--- src/rtl/irq_pkg.sv ---
package irq_pkg;
  localparam int NSRC     = 4;
  localparam int CTL_W    = 10;
  localparam int FLG_LSB  = 0;
  localparam int EN_LSB   = 4;
  localparam int GIE_BIT  = 8;
  localparam int EDGE_BIT = 9;

  typedef enum int {
    SRC_EXT = 0,
    SRC_TMR = 1,
    SRC_CHG = 2,
    SRC_NVM = 3
  } src_e;

  localparam logic [CTL_W-1:0] CTL_RESET = CTL_W'(1) << EDGE_BIT;

  // any source whose flag and enable are both set
  function automatic logic armed_any(input logic [NSRC-1:0] flg,
                                     input logic [NSRC-1:0] en);
    return |(flg & en);
  endfunction

  function automatic logic req_of(input logic [NSRC-1:0] flg,
                                  input logic [NSRC-1:0] en,
                                  input logic gie);
    return gie & armed_any(flg, en);
  endfunction
endpackage

--- src/rtl/irq_edge_sync.sv ---
module irq_edge_sync #(
  parameter int STAGES = 2
) (
  input  logic clk,
  input  logic rst_n,
  input  logic pin,
  input  logic rise_sel,
  output logic hit
);
  logic [STAGES-1:0] chain;
  logic              prev;
  logic              lvl;

  generate
    for (genvar i = 0; i < STAGES; i++) begin : g_stage
      if (i == 0) begin : g_first
        always_ff @(posedge clk or negedge rst_n)
          if (!rst_n) chain[0] <= 1'b0;
          else        chain[0] <= pin;
      end else begin : g_next
        always_ff @(posedge clk or negedge rst_n)
          if (!rst_n) chain[i] <= 1'b0;
          else        chain[i] <= chain[i-1];
      end
    end
  endgenerate

  assign lvl = chain[STAGES-1];

  always_ff @(posedge clk or negedge rst_n)
    if (!rst_n) prev <= 1'b0;
    else        prev <= lvl;

  assign hit = rise_sel ? (lvl & ~prev) : (~lvl & prev);
endmodule

--- src/rtl/irq_chg_det.sv ---
module irq_chg_det #(
  parameter int PORT_W = 8,
  parameter int LO     = 4
) (
  input  logic              clk,
  input  logic              rst_n,
  input  logic [PORT_W-1:0] port_in,
  input  logic              port_rd,
  output logic              mism
);
  localparam int HW = PORT_W - LO;
  logic [HW-1:0] snap;

  always_ff @(posedge clk or negedge rst_n)
    if (!rst_n)       snap <= '0;
    else if (port_rd) snap <= port_in[PORT_W-1:LO];

  assign mism = |(port_in[PORT_W-1:LO] ^ snap);
endmodule

--- src/rtl/irq_flags.sv ---
module irq_flags
  import irq_pkg::*;
(
  input  logic             clk,
  input  logic             rst_n,
  input  logic [NSRC-1:0]  evt,
  input  logic             we,
  input  logic [CTL_W-1:0] wdata,
  input  logic             take,
  input  logic             ret,
  output logic [CTL_W-1:0] ctl_q
);
  logic [NSRC-1:0] flg, en;
  logic            gie, edge_r;

  generate
    for (genvar s = 0; s < NSRC; s++) begin : g_src
      always_ff @(posedge clk or negedge rst_n)
        if (!rst_n)      flg[s] <= 1'b0;
        else if (evt[s]) flg[s] <= 1'b1;
        else if (we)     flg[s] <= wdata[FLG_LSB+s];

      always_ff @(posedge clk or negedge rst_n)
        if (!rst_n)  en[s] <= 1'b0;
        else if (we) en[s] <= wdata[EN_LSB+s];
    end
  endgenerate

  always_ff @(posedge clk or negedge rst_n)
    if (!rst_n)    gie <= 1'b0;
    else if (take) gie <= 1'b0;
    else if (ret)  gie <= 1'b1;
    else if (we)   gie <= wdata[GIE_BIT];

  always_ff @(posedge clk or negedge rst_n)
    if (!rst_n)  edge_r <= CTL_RESET[EDGE_BIT];
    else if (we) edge_r <= wdata[EDGE_BIT];

  assign ctl_q = {edge_r, gie, en, flg};
endmodule

--- src/rtl/irq_hub.sv ---
module irq_hub
  import irq_pkg::*;
#(
  parameter int                 PORT_W      = 8,
  parameter int                 CHG_LO      = 4,
  parameter int                 SYNC_STAGES = 2,
  parameter int                 ADDR_W      = 13,
  parameter logic [ADDR_W-1:0]  VEC_ADDR    = 'd4
) (
  input  logic              clk,
  input  logic              rst_n,
  input  logic              ext_pin,
  input  logic              tmr_ovf,
  input  logic [PORT_W-1:0] port_in,
  input  logic              port_rd,
  input  logic              nvm_done,
  input  logic              ctl_we,
  input  logic [CTL_W-1:0]  ctl_wdata,
  output logic [CTL_W-1:0]  ctl_rdata,
  input  logic              vec_take,
  input  logic              irq_ret,
  output logic              irq_req,
  output logic              wake_req,
  output logic [ADDR_W-1:0] vec_addr
);
  logic            ext_hit;
  logic            chg_hit;
  logic [NSRC-1:0] src_evt;
  logic [CTL_W-1:0] ctl_q;

  irq_edge_sync #(.STAGES(SYNC_STAGES)) u_ext (
    .clk(clk), .rst_n(rst_n), .pin(ext_pin),
    .rise_sel(ctl_q[EDGE_BIT]), .hit(ext_hit)
  );

  irq_chg_det #(.PORT_W(PORT_W), .LO(CHG_LO)) u_chg (
    .clk(clk), .rst_n(rst_n), .port_in(port_in),
    .port_rd(port_rd), .mism(chg_hit)
  );

  always_comb begin
    src_evt          = '0;
    src_evt[SRC_EXT] = ext_hit;
    src_evt[SRC_TMR] = tmr_ovf;
    src_evt[SRC_CHG] = chg_hit;
    src_evt[SRC_NVM] = nvm_done;
  end

  irq_flags u_flg (
    .clk(clk), .rst_n(rst_n), .evt(src_evt), .we(ctl_we),
    .wdata(ctl_wdata), .take(vec_take), .ret(irq_ret), .ctl_q(ctl_q)
  );

  assign ctl_rdata = ctl_q;
  assign irq_req   = req_of(ctl_q[FLG_LSB +: NSRC], ctl_q[EN_LSB +: NSRC],
                            ctl_q[GIE_BIT]);
  assign wake_req  = armed_any(ctl_q[FLG_LSB +: NSRC], ctl_q[EN_LSB +: NSRC]);
  assign vec_addr  = VEC_ADDR;
endmodule

--- config.mk ---
export PLATFORM = sky130hd
export DESIGN_NAME = irq_hub
export DESIGN_NICKNAME = d
export VERILOG_FILES = /design/src/rtl/irq_pkg.sv /design/src/rtl/irq_edge_sync.sv /design/src/rtl/irq_chg_det.sv /design/src/rtl/irq_flags.sv /design/src/rtl/irq_hub.sv
export SDC_FILE = /design/constraint.sdc
export NUM_CORES = 1
export LEC_CHECK = 0
export ABC_AREA = 1
export BUFFER_PORTS_ARGS = -buffer_cell sky130_fd_sc_hd__buf_2
export CAP_MARGIN = 20
export CORE_MARGIN = 2
export CORE_UTILIZATION = 35
export DETAILED_ROUTE_END_ITERATION = 16
export PLACE_DENSITY = 0.72
export REMOVE_ABC_BUFFERS = 1
export SYNTH_ARGS = -nofsm -noshare
export SYNTH_HDL_FRONTEND = slang
export SYNTH_SLANG_ARGS = --single-unit
--- constraint.sdc ---
create_clock -name clk -period 1.2 [get_ports clk]
set_input_delay 0.36 -clock clk [delete_from_list [all_inputs] [get_ports clk]]
set_output_delay 0.36 -clock clk [all_outputs]
set_load 0.05 [all_outputs]
After elaboration in Yosys (flattened, before gate mapping)
Cells that the tools add are included.

Register bits: 17. Bits of input ports: 27. Output and inout bits: 25. Logic and storage cells: 40.

Muxes and demuxes: 12. Bitwise gates (word level): 7. Reduce and logical (&&, ||, !) cells: 7.

Operators with widths (number): $mux 1 (12); $reduce_bool 2->1 (4); $reduce_or 4->1 (2); $and 4x4->4 (1); $xor 4x4->4 (1); $and 1x1->1 (3); $reduce_bool 3->1 (1); $not 1->1 (2).

Depth between registers and ports, before layout
Depth in word-level cells: 4. Gate-level depth with buffers: 5. Mapped depth without buffers: 5.

By module
Synthesis repeated with hierarchy kept, for this count alone.

Cell total of the unflattened synthesis: 117. Area, all modules: 895.9 sq um.

Modules (own cells, without submodules): irq_flags (instances 1, cells each 48, area each 429.2 sq um, seq. area each 251.5 sq um); irq_chg_det (instances 1, cells each 35, area each 221.5 sq um, seq. area each 100.1 sq um); irq_hub (instances 1, cells each 25, area each 145.1 sq um, seq. area each 0.0 sq um); irq_edge_sync (instances 1, cells each 9, area each 100.1 sq um, seq. area each 75.1 sq um).

Worst setup path before layout
No wires, ideal clock.

Path type: register to output. Start: register u_flg.flg[0], in the netlist u_flg.ctl_q[0]. End: output irq_req. Arrival: 1.714 ns. Data required time: 0.840 ns. Path slack: -0.874 ns. Cell stages (with the launch flop): 4. Buffers on the path: 0. Cells stage by stage: dfrtp_1 nand2_1 nand4_1 and2_1.

Word-level cells in the longest chain between the ends: 3.

Ends and longest elaborated chain: start: declaration (line irq_flags.sv:13) `logic [NSRC-1:0] flg, en;`; start signal: indexed assignment (line irq_flags.sv:21) `else if (we) flg[s] <= wdata[FLG_LSB+s];`; $and 4x4->4; $reduce_or 4->1; via wake_req (line irq_hub.sv:23) `output logic wake_req,`; $and 1x1->1 (line irq_pkg.sv:27) `return gie & armed_any(flg, en);`; end: declaration (line irq_hub.sv:22) `output logic irq_req,`.

The timed path passes the listed nets, and every way through them passes these cells.

Final worst setup path
Start: register u_flg.flg[0], in the netlist u_flg.ctl_q[0]. End: output irq_req.

Word-level cells in the longest chain between the ends: 3.

Ends and longest elaborated chain: $and 4x4->4 (line irq_pkg.sv:21) `return |(flg & en);`; $reduce_or 4->1 (line irq_pkg.sv:21); $and 1x1->1 (line irq_pkg.sv:27).

Every way passes these cells.

==> out/qor.yml <==
setup_path:
  crit_slowest_cell: "dfrtp_1"
  required_ps: 840
  end_kind: "output pin"
  critical_path_buf_inv_count: 1
  cp-start-kind: "flip-flop"
  regToRegStartpoint: "u_flg.ctl_q[2]"
  r2r_end: "u_flg.ctl_q[2]"
  crit_fanout: 2
  crit_chain: "nand2_1 > nand4_1 > and2_4 > buf_6"
  crit_arrival_ps: 1160
  critPathTopFamily: "flip-flops"
  r2r.worst_path.cells: 6
  critPathMaxStageDelay_ps: 400
  ff2ff_setup_slack_ps: 180
  worst-setup-path-type: "reg2out"
synthesis:
  synthCells: 102
  ys_seq_elements: 17
  syn_area_um2: 842
  yosys.area.top_type: "dfrtp_1"
  synth_top_area_share_pct: 47.5
  yosys_warnings: 0
  ys_top_cells_by_area: "dfrtp_1, nand2_1, buf_4"
  syn_area_per_cell_um2: 8.26
  seq_area_frac_synth_pct: 50.7
  synth_cell_types: 16
grt:
  grt_pass1_wl_mm: 2.62
  grt_use_total_pct: 13.0
  antenna_found_initial: 0
  grt-ovfl-total: 0
  grt_max_degree: 18
  grt_pass1_vias: 695
floorplanning:
  rows: 17
  die_h_um: 53.1
  core_area_mm2: 0.00223
  die-area_mm2: 0.00281
  io_pins: 52
  start_util_pct: 37.7
  fp.dieW_um: 53.1
final_layout:
  design_area_mm2: 0.00122
  multi_input_area_um2: 305
  layout_commonest_cell: "nand2_1"
  diodes: 0
  drive_gt1_share_pct: 36.7
  final_cell_mix: "nand2_1, buf_2, dfrtp_1, conb_1, buf_8"
  area_delta_synth_final_pct: 44.4
  nets: 175
  seq_area_um2: 427
  fill_cells: 207
timing:
  fmax_ghz: 0.656
  setup_ws_ps: -324
  setup_violations: 12
  fin_crit_sh_pct: 127
  hold_violations: 0
  skew_ps: 0.337
  period_needed_ps: 1520
  rsz0062_at_grt: "true"
  slew_viol_final: 0
clock_network:
  cts_tree: "done"
  clk_pin_slew_ps: 90
  clock_latency_ps: 290
  clockRootBuffer: "clkbuf_4"
  clockBufferDepth: 2
  htreeDepth: 1
  clkSinkCount: 17
  numCtsBuffers: 3
detailed_routing:
  via_count: 733
  via_per_inst: 4.19
  initialDrtViolationCount: 4
  wl_mm: 1.64
  ant_nets: 0
  dr.pass1.iters: 3
  drc: 0
  wire_per_inst_um: 9.36
run:
  drv_cap: 0
min_path:
  whs_path_depth: 1
  min_to: "u_ext.chain[0]"
  hold_path.class: "in2reg"
  min_from: "ext_pin"
placement:
  portBuffers: 34
  place_area_mm2: 0.00104
  hpwl_mm: 1.29
  place.gp.congestion: 0.693
power:
  power_mw: 1.48
  cellPowerDensity_mw_per_mm2: 1210
  ir_drop_uv: 926
  power.leakage_nw: 0.672
outcome:
  violations: "setup timing"
  status: "complete, but fails checks"
## per-layer routing
metal	share of wire, %	vias up	global-route usage (%)
met2	52	31	24.4
met5	0	-	0
met1	39	329	13.2
li1	-	373	-
met4	0	0	2.56
met3	9.4	0	5.65
## stage by stage
step,hold WS [ps],TNS [ps],std cells,worst slack (ps),util (%)
after floorplan,64.4,-1220,97,-874,-
after global placement,292,-33.5,168,-33.5,46.4
after detailed placement,302,-40.1,168,-40.1,46.4
after CTS,163,-1930,174,-331,53.0
after global routing,147,-2660,175,-420,54.5
final,169,-1910,175,-324,54.5
## worst max path at each step
| stage | startpoint | to | depth (start not counted) |
|---|---|---|---|
| final | u_flg.ctl_q[0] | irq_req | 4 |
| after global routing | u_flg.ctl_q[5] | irq_req | 4 |
| after CTS | u_flg.ctl_q[3] | irq_req | 4 |
| after detailed placement | u_flg.ctl_q[2] | irq_req | 4 |
| after global placement | u_flg.ctl_q[2] | irq_req | 4 |
| after floorplan | u_flg.ctl_q[0] | irq_req | 3 |
## area by class of cell
cell class	instances	share of cell area [%]
multi-input cells	71	25.1
repair buffers	46	31.9
well taps	28	2.88
clock inverters	1	0.412
clock buffers	3	1.85
inverters	9	2.78
flip-flops and latches	17	35.1
## cells in the mapped netlist
| master | number |
|---|---|
| nand2_1 | 40 |
| buf_4 | 16 |
| dfrtp_1 | 16 |
| inv_1 | 8 |
| o21ai_0 | 4 |
| a21oi_1 | 3 |
| nor2_1 | 3 |
| conb_1 | 2 |
| nand3_1 | 2 |
| nand4_1 | 2 |
| a21oi_2 | 1 |
| and2_1 | 1 |
| dfstp_2 | 1 |
| inv_2 | 1 |
| mux2_2 | 1 |
| xnor2_1 | 1 |
## flip-flops by register name (all words and copies together) (netlist names)
register      cells
u_flg.ctl_q       8
u_chg.snap        4
u_ext.chain       1
u_ext.lvl         1
u_ext.prev        1
u_flg.edge_r      1
u_flg.gie         1
## report_power, final
| group | switching [mW] | leakage, nW | internal, mW |
|---|---|---|---|
| sequential | 0.0279 | 0.195 | 0.620 |
| clock | 0.175 | 0.0177 | 0.124 |
| combinational | 0.333 | 0.459 | 0.195 |
| total | 0.536 | 0.672 | 0.939 |
## timing repair
action	in CTS	in global routing
endpoints found under the hold margin	16	0
endpoints found under the setup margin	12	12
hold buffers	1	0
resized for setup	31	8
gates cloned	0	0
buffers inserted	4	3
## kinds of logic after synthesis
logic type | after synthesis | share of synthesized area [%]
multiplexers | 1 | 1.34
other | 2 | 0.892
AO/OA/AOI/OAI | 8 | 5.20
buffers and inverters | 25 | 18.3
AND/OR/NAND/NOR | 48 | 22.6
XOR/XNOR | 1 | 1.04
flip-flops | 17 | 50.7
Power figures use the tool's default switching activity.
